`src/rtl/irq_dlv_pkg.sv`:
```
package irq_dlv_pkg;

  typedef enum logic {
    TRIG_EDGE  = 1'b0,
    TRIG_LEVEL = 1'b1
  } trig_e;

  // True when one more back-to-back re-service reaches the storm limit.
  function automatic logic storm_trips(input logic [31:0] cnt, input logic [31:0] limit);
    return (cnt + 32'd1) == limit;
  endfunction

  // Next value of a storm counter after a re-service attempt.
  function automatic logic [31:0] storm_step(input logic [31:0] cnt, input logic [31:0] limit);
    return ((cnt + 32'd1) == limit) ? 32'd0 : (cnt + 32'd1);
  endfunction

endpackage

```
`src/rtl/irq_line_state.sv`:
```
module irq_line_state #(
  parameter int N = 24
) (
  input  logic         clk,
  input  logic         rst_n,
  input  logic [N-1:0] raise,
  input  logic [N-1:0] drop,
  input  logic [N-1:0] trig_level,
  output logic [N-1:0] irr,
  output logic [N-1:0] line_svc,
  output logic [N-1:0] coalesce
);
  logic [N-1:0] irr_q;
  logic [N-1:0] eff_raise;

  always_comb begin
    eff_raise = raise & ~drop;
    coalesce  = eff_raise & ~trig_level & irr_q;
    line_svc  = eff_raise & ~coalesce;
  end

  always_ff @(posedge clk) begin
    if (!rst_n) irr_q <= '0;
    else        irr_q <= (irr_q & ~drop) | eff_raise;
  end

  assign irr = irr_q;
endmodule

```
`src/rtl/irq_eoi_throttle.sv`:
```
module irq_eoi_throttle
  import irq_dlv_pkg::*;
#(
  parameter int N     = 24,
  parameter int VW    = 8,
  parameter int LIMIT = 10000,
  parameter int DEFER = 1000000,
  localparam int CW   = $clog2(LIMIT + 1),
  localparam int TW   = $clog2(DEFER + 1)
) (
  input  logic            clk,
  input  logic            rst_n,
  input  logic            eoi_valid,
  input  logic [VW-1:0]   eoi_vec,
  input  logic            eoi_level,
  input  logic            eoi_directed,
  input  logic [N*VW-1:0] cfg_vector,
  input  logic [N-1:0]    trig_level,
  input  logic [N-1:0]    mask,
  input  logic [N-1:0]    irr,
  input  logic [N-1:0]    rirr_in,
  output logic [N-1:0]    rirr_clr,
  output logic [N-1:0]    eoi_svc,
  output logic [N-1:0]    timer_svc,
  output logic            defer_arm,
  output logic            defer_busy
);
  logic [N-1:0]  arm_vec;
  logic [TW-1:0] timer_q;
  logic          expire;
  logic          reload;

  for (genvar g = 0; g < N; g++) begin : g_pin
    logic          acts;
    logic          ready;
    logic          trips;
    logic [CW-1:0] cnt_q;

    assign acts  = eoi_valid && (eoi_level == TRIG_LEVEL) && !eoi_directed &&
                   trig_level[g] && (cfg_vector[g*VW +: VW] == eoi_vec);
    assign ready = acts && !mask[g] && irr[g];
    assign trips = ready && storm_trips(32'(cnt_q), 32'(LIMIT));

    always_ff @(posedge clk) begin
      if (!rst_n)     cnt_q <= '0;
      else if (ready) cnt_q <= CW'(storm_step(32'(cnt_q), 32'(LIMIT)));
      else if (acts)  cnt_q <= '0;
    end

    assign rirr_clr[g] = acts;
    assign eoi_svc[g]  = ready && !trips;
    assign arm_vec[g]  = trips;
  end

  assign defer_arm  = |arm_vec;
  assign defer_busy = (timer_q != '0);
  assign expire     = (timer_q == TW'(1));
  assign reload     = defer_arm && (!defer_busy || expire);
  assign timer_svc  = expire ? (trig_level & irr & ~rirr_in) : '0;

  always_ff @(posedge clk) begin
    if (!rst_n)          timer_q <= '0;
    else if (reload)     timer_q <= TW'(DEFER);
    else if (defer_busy) timer_q <= timer_q - TW'(1);
  end
endmodule

```
`src/rtl/irq_issue_arb.sv`:
```
module irq_issue_arb #(
  parameter int N  = 24,
  parameter int PW = 5,
  parameter int VW = 8,
  parameter int DW = 8,
  parameter int KW = 3
) (
  input  logic            clk,
  input  logic            rst_n,
  input  logic [N-1:0]    svc_req,
  input  logic [N-1:0]    mask,
  input  logic [N-1:0]    trig_level,
  input  logic [N-1:0]    rirr_in,
  input  logic [N*VW-1:0] cfg_vector,
  input  logic [N*DW-1:0] cfg_dest,
  input  logic [N-1:0]    cfg_dest_mode,
  input  logic [N*KW-1:0] cfg_kind,
  input  logic            out_ready,
  input  logic            out_hit,
  output logic            out_valid,
  output logic [PW-1:0]   out_pin,
  output logic [VW-1:0]   out_vector,
  output logic [DW-1:0]   out_dest,
  output logic            out_dest_mode,
  output logic [KW-1:0]   out_kind,
  output logic            out_level,
  output logic [N-1:0]    rirr_set,
  output logic [N-1:0]    eligible
);
  function automatic logic [PW-1:0] lowest_idx(input logic [N-1:0] v);
    logic [PW-1:0] r;
    r = '0;
    for (int i = N - 1; i >= 0; i--) if (v[i]) r = PW'(i);
    return r;
  endfunction

  logic [N-1:0]  pend_q, pend_d, grant_vec;
  logic          load, accept;
  logic [PW-1:0] pick;
  logic [VW-1:0] sel_vec;
  logic [DW-1:0] sel_dest;
  logic [KW-1:0] sel_kind;
  logic          valid_q, dmode_q, level_q;
  logic [PW-1:0] pin_q;
  logic [VW-1:0] vec_q;
  logic [DW-1:0] dest_q;
  logic [KW-1:0] kind_q;

  always_comb begin
    eligible  = pend_q & ~mask & ~(trig_level & rirr_in);
    pick      = lowest_idx(eligible);
    load      = !valid_q && (|eligible);
    accept    = valid_q && out_ready;
    grant_vec = load ? (N'(1) << pick) : '0;
    pend_d    = (pend_q & eligible & ~grant_vec) | svc_req;
    sel_vec   = cfg_vector[int'(pick)*VW +: VW];
    sel_dest  = cfg_dest[int'(pick)*DW +: DW];
    sel_kind  = cfg_kind[int'(pick)*KW +: KW];
    rirr_set  = (accept && level_q && out_hit) ? (N'(1) << pin_q) : '0;
  end

  always_ff @(posedge clk) begin
    if (!rst_n) begin
      pend_q  <= '0;
      valid_q <= 1'b0;
      pin_q   <= '0;
      vec_q   <= '0;
      dest_q  <= '0;
      dmode_q <= 1'b0;
      kind_q  <= '0;
      level_q <= 1'b0;
    end else begin
      pend_q <= pend_d;
      if (load) begin
        valid_q <= 1'b1;
        pin_q   <= pick;
        vec_q   <= sel_vec;
        dest_q  <= sel_dest;
        dmode_q <= cfg_dest_mode[pick];
        kind_q  <= sel_kind;
        level_q <= trig_level[pick];
      end else if (accept) begin
        valid_q <= 1'b0;
      end
    end
  end

  assign out_valid     = valid_q;
  assign out_pin       = pin_q;
  assign out_vector    = vec_q;
  assign out_dest      = dest_q;
  assign out_dest_mode = dmode_q;
  assign out_kind      = kind_q;
  assign out_level     = level_q;
endmodule

```
`src/rtl/irq_level_edge_dispatch.sv`:
```
module irq_level_edge_dispatch #(
  parameter int N_PINS       = 24,
  parameter int VEC_W        = 8,
  parameter int DEST_W       = 8,
  parameter int KIND_W       = 3,
  parameter int STORM_LIMIT  = 10000,
  parameter int DEFER_CYCLES = 1000000,
  localparam int PIN_W       = $clog2(N_PINS)
) (
  input  logic                     clk,
  input  logic                     rst_n,
  input  logic [N_PINS-1:0]        line_raise,
  input  logic [N_PINS-1:0]        line_drop,
  input  logic [N_PINS-1:0]        ent_mask,
  input  logic [N_PINS-1:0]        ent_level,
  input  logic [N_PINS*VEC_W-1:0]  ent_vector,
  input  logic [N_PINS*DEST_W-1:0] ent_dest,
  input  logic [N_PINS-1:0]        ent_dest_mode,
  input  logic [N_PINS*KIND_W-1:0] ent_kind,
  input  logic                     ent_wr,
  input  logic [PIN_W-1:0]         ent_wr_pin,
  input  logic [N_PINS-1:0]        rirr_in,
  input  logic                     eoi_valid,
  input  logic [VEC_W-1:0]         eoi_vector,
  input  logic                     eoi_level,
  input  logic                     eoi_directed,
  output logic                     dlv_valid,
  input  logic                     dlv_ready,
  input  logic                     dlv_hit,
  output logic [PIN_W-1:0]         dlv_pin,
  output logic [VEC_W-1:0]         dlv_vector,
  output logic [DEST_W-1:0]        dlv_dest,
  output logic                     dlv_dest_mode,
  output logic [KIND_W-1:0]        dlv_kind,
  output logic                     dlv_level,
  output logic [N_PINS-1:0]        rirr_set,
  output logic [N_PINS-1:0]        rirr_clr
);
  logic [N_PINS-1:0] irr_w, line_svc_w, coalesce_w;
  logic [N_PINS-1:0] eoi_svc_w, timer_svc_w, wr_svc_w, svc_all_w, elig_w;
  logic              defer_arm_w, defer_busy_w;

  irq_line_state #(.N(N_PINS)) u_lines (
    .clk(clk), .rst_n(rst_n), .raise(line_raise), .drop(line_drop),
    .trig_level(ent_level), .irr(irr_w), .line_svc(line_svc_w), .coalesce(coalesce_w)
  );

  irq_eoi_throttle #(
    .N(N_PINS), .VW(VEC_W), .LIMIT(STORM_LIMIT), .DEFER(DEFER_CYCLES)
  ) u_throttle (
    .clk(clk), .rst_n(rst_n), .eoi_valid(eoi_valid), .eoi_vec(eoi_vector),
    .eoi_level(eoi_level), .eoi_directed(eoi_directed), .cfg_vector(ent_vector),
    .trig_level(ent_level), .mask(ent_mask), .irr(irr_w), .rirr_in(rirr_in),
    .rirr_clr(rirr_clr), .eoi_svc(eoi_svc_w), .timer_svc(timer_svc_w),
    .defer_arm(defer_arm_w), .defer_busy(defer_busy_w)
  );

  assign wr_svc_w  = (ent_wr ? (N_PINS'(1) << ent_wr_pin) : '0) & ent_level & irr_w;
  assign svc_all_w = line_svc_w | eoi_svc_w | timer_svc_w | wr_svc_w;

  irq_issue_arb #(
    .N(N_PINS), .PW(PIN_W), .VW(VEC_W), .DW(DEST_W), .KW(KIND_W)
  ) u_arb (
    .clk(clk), .rst_n(rst_n), .svc_req(svc_all_w), .mask(ent_mask),
    .trig_level(ent_level), .rirr_in(rirr_in), .cfg_vector(ent_vector),
    .cfg_dest(ent_dest), .cfg_dest_mode(ent_dest_mode), .cfg_kind(ent_kind),
    .out_ready(dlv_ready), .out_hit(dlv_hit), .out_valid(dlv_valid),
    .out_pin(dlv_pin), .out_vector(dlv_vector), .out_dest(dlv_dest),
    .out_dest_mode(dlv_dest_mode), .out_kind(dlv_kind), .out_level(dlv_level),
    .rirr_set(rirr_set), .eligible(elig_w)
  );
endmodule

```
`config.mk`:
```
export PLATFORM = sky130hd
export DESIGN_NAME = irq_level_edge_dispatch
export DESIGN_NICKNAME = d
export VERILOG_FILES = /design/src/rtl/irq_dlv_pkg.sv /design/src/rtl/irq_line_state.sv /design/src/rtl/irq_eoi_throttle.sv /design/src/rtl/irq_issue_arb.sv /design/src/rtl/irq_level_edge_dispatch.sv
export SDC_FILE = /design/constraint.sdc
export NUM_CORES = 2
export LEC_CHECK = 0
export ABC_AREA = 1
export BUFFER_PORTS_ARGS = -buffer_cell sky130_fd_sc_hd__buf_4
export CORE_AREA = 2 2 408 410
export CTS_CLUSTER_DIAMETER = 120
export DETAILED_ROUTE_END_ITERATION = 10
export DIE_AREA = 0 0 410 412
export GPL_ROUTABILITY_DRIVEN = 0
export PLACE_DENSITY = 0.39
export SLEW_MARGIN = 20
export SYNTH_ARGS = -nofsm -noshare
export SYNTH_HDL_FRONTEND = slang
export SYNTH_SLANG_ARGS = --single-unit
```
`constraint.sdc`:
```
create_clock -name clk -period 4.31 [get_ports clk]
set_input_delay 0 -clock clk [delete_from_list [all_inputs] [get_ports clk]]
set_output_delay 0 -clock clk [all_outputs]
set_load 0.03 [all_outputs]
```
# Word-level counts from Yosys, hierarchy flattened
# Index checks and enable logic that the tools add are counted.
# totals
mem_count,0
mem_bits_ro,0
out_inout_bits,75
latch_bits,0
in_bits,621
reg_bits,431
mem_bits_rw,0
# classes
bitwise_logic,27
shifts,6
eq_ne,49
div,0
n_addsub,25
magnitude_cmp,1
muxes,108
reduce_logical,233
mul,1
# op_table
cell,count
14-bit 2-to-1 mux,72
192-bit by 9-bit variable part select with 8-bit output,2
"14-bit by 1-bit adder with 15-bit output, second input constant",24
"15-bit by 14-bit == test with 1-bit output, second input constant",24
24-bit AND,14
8-bit == test,24
24-bit NOT,7
1-bit logical AND,151
5-bit 2-to-1 mux,24
24-bit bitwise OR,5
24-bit 2-to-1 mux,4
72-bit by 32-bit variable part select with 3-bit output,1
"1-bit by 5-bit << shifter with 24-bit output, first input constant",3
2-bit nonzero test,26
1-bit logical NOT,51
24-bit OR reduction,2
20-bit 2-to-1 mux,2
"20-bit by 1-bit == test with 1-bit output, second input constant",1
20-bit nonzero test,1
"20-bit by 1-bit subtractor with 20-bit output, second input constant",1
1-bit binary-select mux with 5-bit select,2
"5-bit by 2-bit multiplier with 7-bit output, second input constant",1
"5-bit by 6-bit < comparator with 1-bit output, second input constant",1
1-bit 2-to-1 mux,4
other kinds (3),3

# Longest topological paths before layout
# depth
depth_word,32
depth_mapped,35

# Cells and area by module
# From an unflattened synthesis, not the netlist that was laid out.
# hier_totals
hier_cells,6664
hier_area_um2,37259.5
# modules_own_cells
mod,area_each_um2,seq_area_each_um2,n_inst,cells_per_inst
irq_eoi_throttle,25761.0,7126.8,1,4371
irq_issue_arb,9340.2,1021.0,1,1848
irq_line_state,1498.9,480.5,1,290
irq_level_edge_dispatch,659.4,0.0,1,155

# Least setup slack after synthesis
# Ideal clock, no wire load.
# synth_timing
path_kind,register -> register
start,register u_throttle.timer_q[0]
end,register u_throttle.timer_q[19]
n_path_buf,0
t_arrival_ns,2.624
path_stages_with_launch,18
path_slack_ns,1.553
path_cell_list,dfxtp_1 inv_1 ha_1 inv_1 nor2_1 nand2_1 nor2_1 inv_2 nor2_2 nor3_2 nand2_1 or4_4 nor4_4 nand2_1 or3_1 nor3_2 xor2_1 a21oi_1
# synth_via
elab_chain_len,5
word_cells_on_any_way,9
cone_classes,1 x add/sub; 1 x eq/ne; 2 x mux; 5 x reduce/logical
# synth_lines
item,line_no,rtl
"start, declared",irq_eoi_throttle.sv:29,logic [TW-1:0] timer_q;
"start signal, assigned",irq_eoi_throttle.sv:63,else if (reload) timer_q <= TW'(DEFER);
"start signal, assigned",irq_eoi_throttle.sv:64,else if (defer_busy) timer_q <= timer_q - TW'(1);
"parallel branches: the longest is 5 deep, another holds 20-bit by 1-bit subtractor with 20-bit output",-,
# Several ways; the timed one is not identified. The select of a mux whose other input is x is not followed.
# A chain may end at the register's enable or synchronous reset.

# Worst setup path after layout
# layout_timing
start,register u_arb.pend_q[18]
end,register u_arb.dest_q[6] (netlist: u_arb.out_dest[6])
# layout_via
elab_chain_len,22
word_cells_on_any_way,24
cone_classes,1 x shift; 19 x mux; 2 x bitwise; 2 x reduce/logical
# layout_lines
item,line_no,rtl
"start, declared",irq_issue_arb.sv:37,"logic [N-1:0] pend_q, pend_d, grant_vec;"
"start signal, assigned",irq_issue_arb.sv:73,pend_q <= pend_d;
24-bit AND * (2 in a row),irq_issue_arb.sv:50,eligible = pend_q & ~mask & ~(trig_level & rirr_in);
5-bit 2-to-1 mux (19 in a row),irq_issue_arb.sv:33,for (int i = N - 1; i >= 0; i--) if (v[i]) r = PW'(i);
192-bit by 9-bit variable part select with 8-bit output,irq_issue_arb.sv:57,sel_dest = cfg_dest[int'(pick)*DW +: DW];
"end signal, assigned",irq_issue_arb.sv:78,dest_q <= sel_dest;
"end, declared",irq_issue_arb.sv:46,logic [DW-1:0] dest_q;
# Every way passes the cells marked *; elsewhere a longest branch is shown, timed or not.

==> run metrics <==
Worst Tran Pin Value=between 1000 and 1500 ps; Clock Tree Root=clkbuf_16; Area Growth Syn to Fin=36.9%; maximum clock rate=246 MHz; Vias=between 40,000 and 50,000; unrepaired setup endpoints after global routing=no; Worst Reg-to-Reg Cells=19; Max-cap violations=0; Fill cells=18,400; ys async rst share=0; R2R Path Start=u_arb.pend_q[18]; CP endpoint kind=flop; Die ar.=169,000 µm²; Gate Count Post-Synth=6,403; max-slew violation total from the final report=0; status=finished clean; # port buffers=695; synthesized-area fraction occupied by adder cells=0.00862; Worst EP arrival=between 4000 and 5000 ps; Worst VDD drop=roughly 310 µV; flops & latches, synth=431; Post-Syn Area per Cell=5.89 µm²; reg2reg setup slack=250 ps; Worst-path clk slew=60 ps; YS warnings=0; Clock Tree Buf Depth=3; vias in the first global route=45,800; final setup vio count=0; Hold Path Stages=5; highest-count cells in the layout ignoring fill and taps=1,393 x nand2_1, 965 x inv_1, 828 x buf_4; vias per inst=5.05; mux contribution to synthesized area=0; worst hold path endpoint=u_throttle.g_pin[2].cnt_q[6]; Pleak=approximately 22 nW; Tcrit/Tclk final=0.943; largest net degree at the start of global routing=107; initial antenna violation count=46; CTS tree=yes; post-route non-filler standard cell count=between 9,000 and 10,000; slowest CP cell=dlygate4sd3_1; Worst-Skew Late Latency=700 ps; simple-gate share of the synthesized area=0.452; cell mode on critical path=nand3_1; cell count after placement=9,157; core area=164,000 µm²; commonest non-fill, non-tap cell in the layout=nand2_1; number of H-tree levels=2; Startpoint Class=flop; reg-to-reg endpoint=u_arb.out_dest[6]; die width=410 µm; total grt overflow=0; largest family of logic cells by synthesized area=simple AND/OR/NAND/NOR gates; Synth cell types=71; HP Start=ent_level[2]; setup_tns=0 ps; DR WL/cell=24.1 µm; DIE HEIGHT=412 µm; Post-Syn Area=37,700 µm²; clk sink count=431; Initial DRC Count=between 4,000 and 5,000; # IOs=696; Crit path required time=4940 ps; worst hold-check path type=primary input to flop; syn_nets=7,050; gr usage total=0.260; final hold vios=0; total power=15.6 mW; Seq/Total Area, Yosys=0.229; CP peak stage delay=550 ps; post-DP HPWL=184 mm; final instance area=51,600 µm²; initial core utilization=0.230; worst-path fanout max=42; Post-Synth XOR/XNOR Area=0.0701; Slew HR=0.309; compound-gate portion of the synthesized area=0.105; crit path time final=4060 ps; Post-synth top flop=dfxtp_1; first-pass GRT wire length=325 mm; pwr dens=303 nW/µm²; ANT nets after route=0; row cnt=around 150; dpl cell area=between 40,000 and 50,000 µm²; drt drc=0; worst path cell trace=nand3_1 -> nand2_1 -> a31oi_1 -> o21bai_1 -> a31oi_1 -> nor2_1 -> o21bai_1 -> a21oi_4 -> buf_4 -> inv_8 -> buf_4 -> buf_4 -> nand3_1 -> nand3_1 -> dlygate4sd3_1 -> nand3_1 -> nand2_1 -> nand2_1 -> a21oi_1; Post-synth EDFFs=0; final WL=between 200 and 250 mm; Pre-antenna DRT Iters=6; CP Class=flop to flop; Fin Clk Skew=54.1 ps; total CTS buffers=60; ratio of cells with drive above 1 in the final layout=0.150; fin nets=8,031
routing by layer:
layer,vias to the layer above,global-route usage,wire length (µm)
met5,-,0,269
met4,44,0.0728,6680
met3,331,0.0518,19400
met2,2016,0.402,99800
met1,23200,0.365,106000
li1,23100,-,-
cell families after synthesis:
group                    count (synthesis)
AO/OA/AOI/OAI                          690
adder cells (fa/ha/maj)                 26
AND/OR/NAND/NOR                       3680
XOR/XNOR                               302
flip-flops                             431
buffers and inverters                 1274
final cells by class:
cell class,instances,area (µm²),area share
Antenna cell,16,40.0,0.000775
Clock buffer,93,1860,0.0359
Clock inverter,19,255,0.00494
Inverter,990,3730,0.0723
Multi-Input combinational cell,4698,24100,0.466
Sequential cell,431,8630,0.167
Tap cell,2189,2740,0.0530
Timing Repair Buffer,1203,10300,0.200
synthesized netlist by cell type, types with 40 or more instances:
master | instances | share of area
xor2_1 | 253 | 0.059
nand3_1 | 589 | 0.078
dfxtp_1 | 431 | 0.23
xnor2_1 | 49 | 0.011
buf_2 | 79 | 0.010
o22ai_1 | 46 | 0.0076
clkbuf_1 | 139 | 0.014
or2_2 | 54 | 0.0090
inv_1 | 966 | 0.096
nor4_1 | 178 | 0.030
nand3b_1 | 59 | 0.012
nor3_1 | 214 | 0.028
o21ai_0 | 130 | 0.017
buf_4 | 40 | 0.0080
nor2_1 | 731 | 0.073
a21oi_1 | 363 | 0.048
nand2_1 | 1399 | 0.14
nand4_1 | 354 | 0.059
where the power goes:
group	switching [mW]	total, mW	leakage (nW)	internal [mW]
Sequential	0.152	4.29	3.49	4.14
Combinational	3.83	5.97	17.2	2.14
Clock	2.19	5.38	1.04	3.19
critical path: cells and delay by family (launching register included):
| kind | cells | cell delay, ps |
|---|---|---|
| flops | 1 | 300 |
| buf+inv | 5 | 1640 |
| simple gates | 8 | 880 |
| compound gates | 6 | 1120 |
how the worst max path moves through the flow:
| stage | from | to | slack [ps] | depth (start not counted) |
|---|---|---|---|---|
| after global routing | u_arb.pend_q[19] | u_arb.out_dest[6] | 5 | 19 |
| after floorplan | u_throttle.timer_q[0] | u_throttle.timer_q[19] | 1550 | 17 |
| final | u_arb.pend_q[18] | u_arb.out_dest[6] | 250 | 19 |
| after CTS | u_arb.pend_q[20] | u_arb.pend_q[20] | 20 | 27 |
| after global placement | u_arb.pend_q[21] | u_arb.out_dest[0] | 490 | 31 |
| after detailed placement | u_arb.pend_q[18] | u_arb.pend_q[13] | 560 | 14 |
registers in the layout, summed over array words and instances, names as in the netlist:
register,cells
u_throttle.timer_q,20
u_arb.out_vector,8
u_arb.out_level,1
u_arb.out_valid,1
u_arb.out_pin,5
u_arb.out_kind,3
u_lines.irr,24
u_arb.out_dest_mode,1
u_arb.out_dest,8
u_throttle.g_pin.cnt_q,336
u_arb.pend_q,24
repair_timing:
item / 4_1_cts / 5_1_grt
setup buffers: 0 / 4
gates resized for setup: 0 / 21
endpoints found under the setup margin: 0 / 22
endpoints found under the hold margin: 381 / 0
hold buffers: 343 / 0
through the flow:
stage	setup WS (ps)	util	hold WS [ps]
6_report	247	0.314	31.4
2_1_floorplan	1550	-	72.8
3_3_place_gp	487	0.279	173
5_1_grt	5.00	0.314	36.1
4_1_cts	20.7	0.312	0.479
3_5_place_dp	560	0.279	176
No activity file was read; power rests on OpenSTA's default activity.
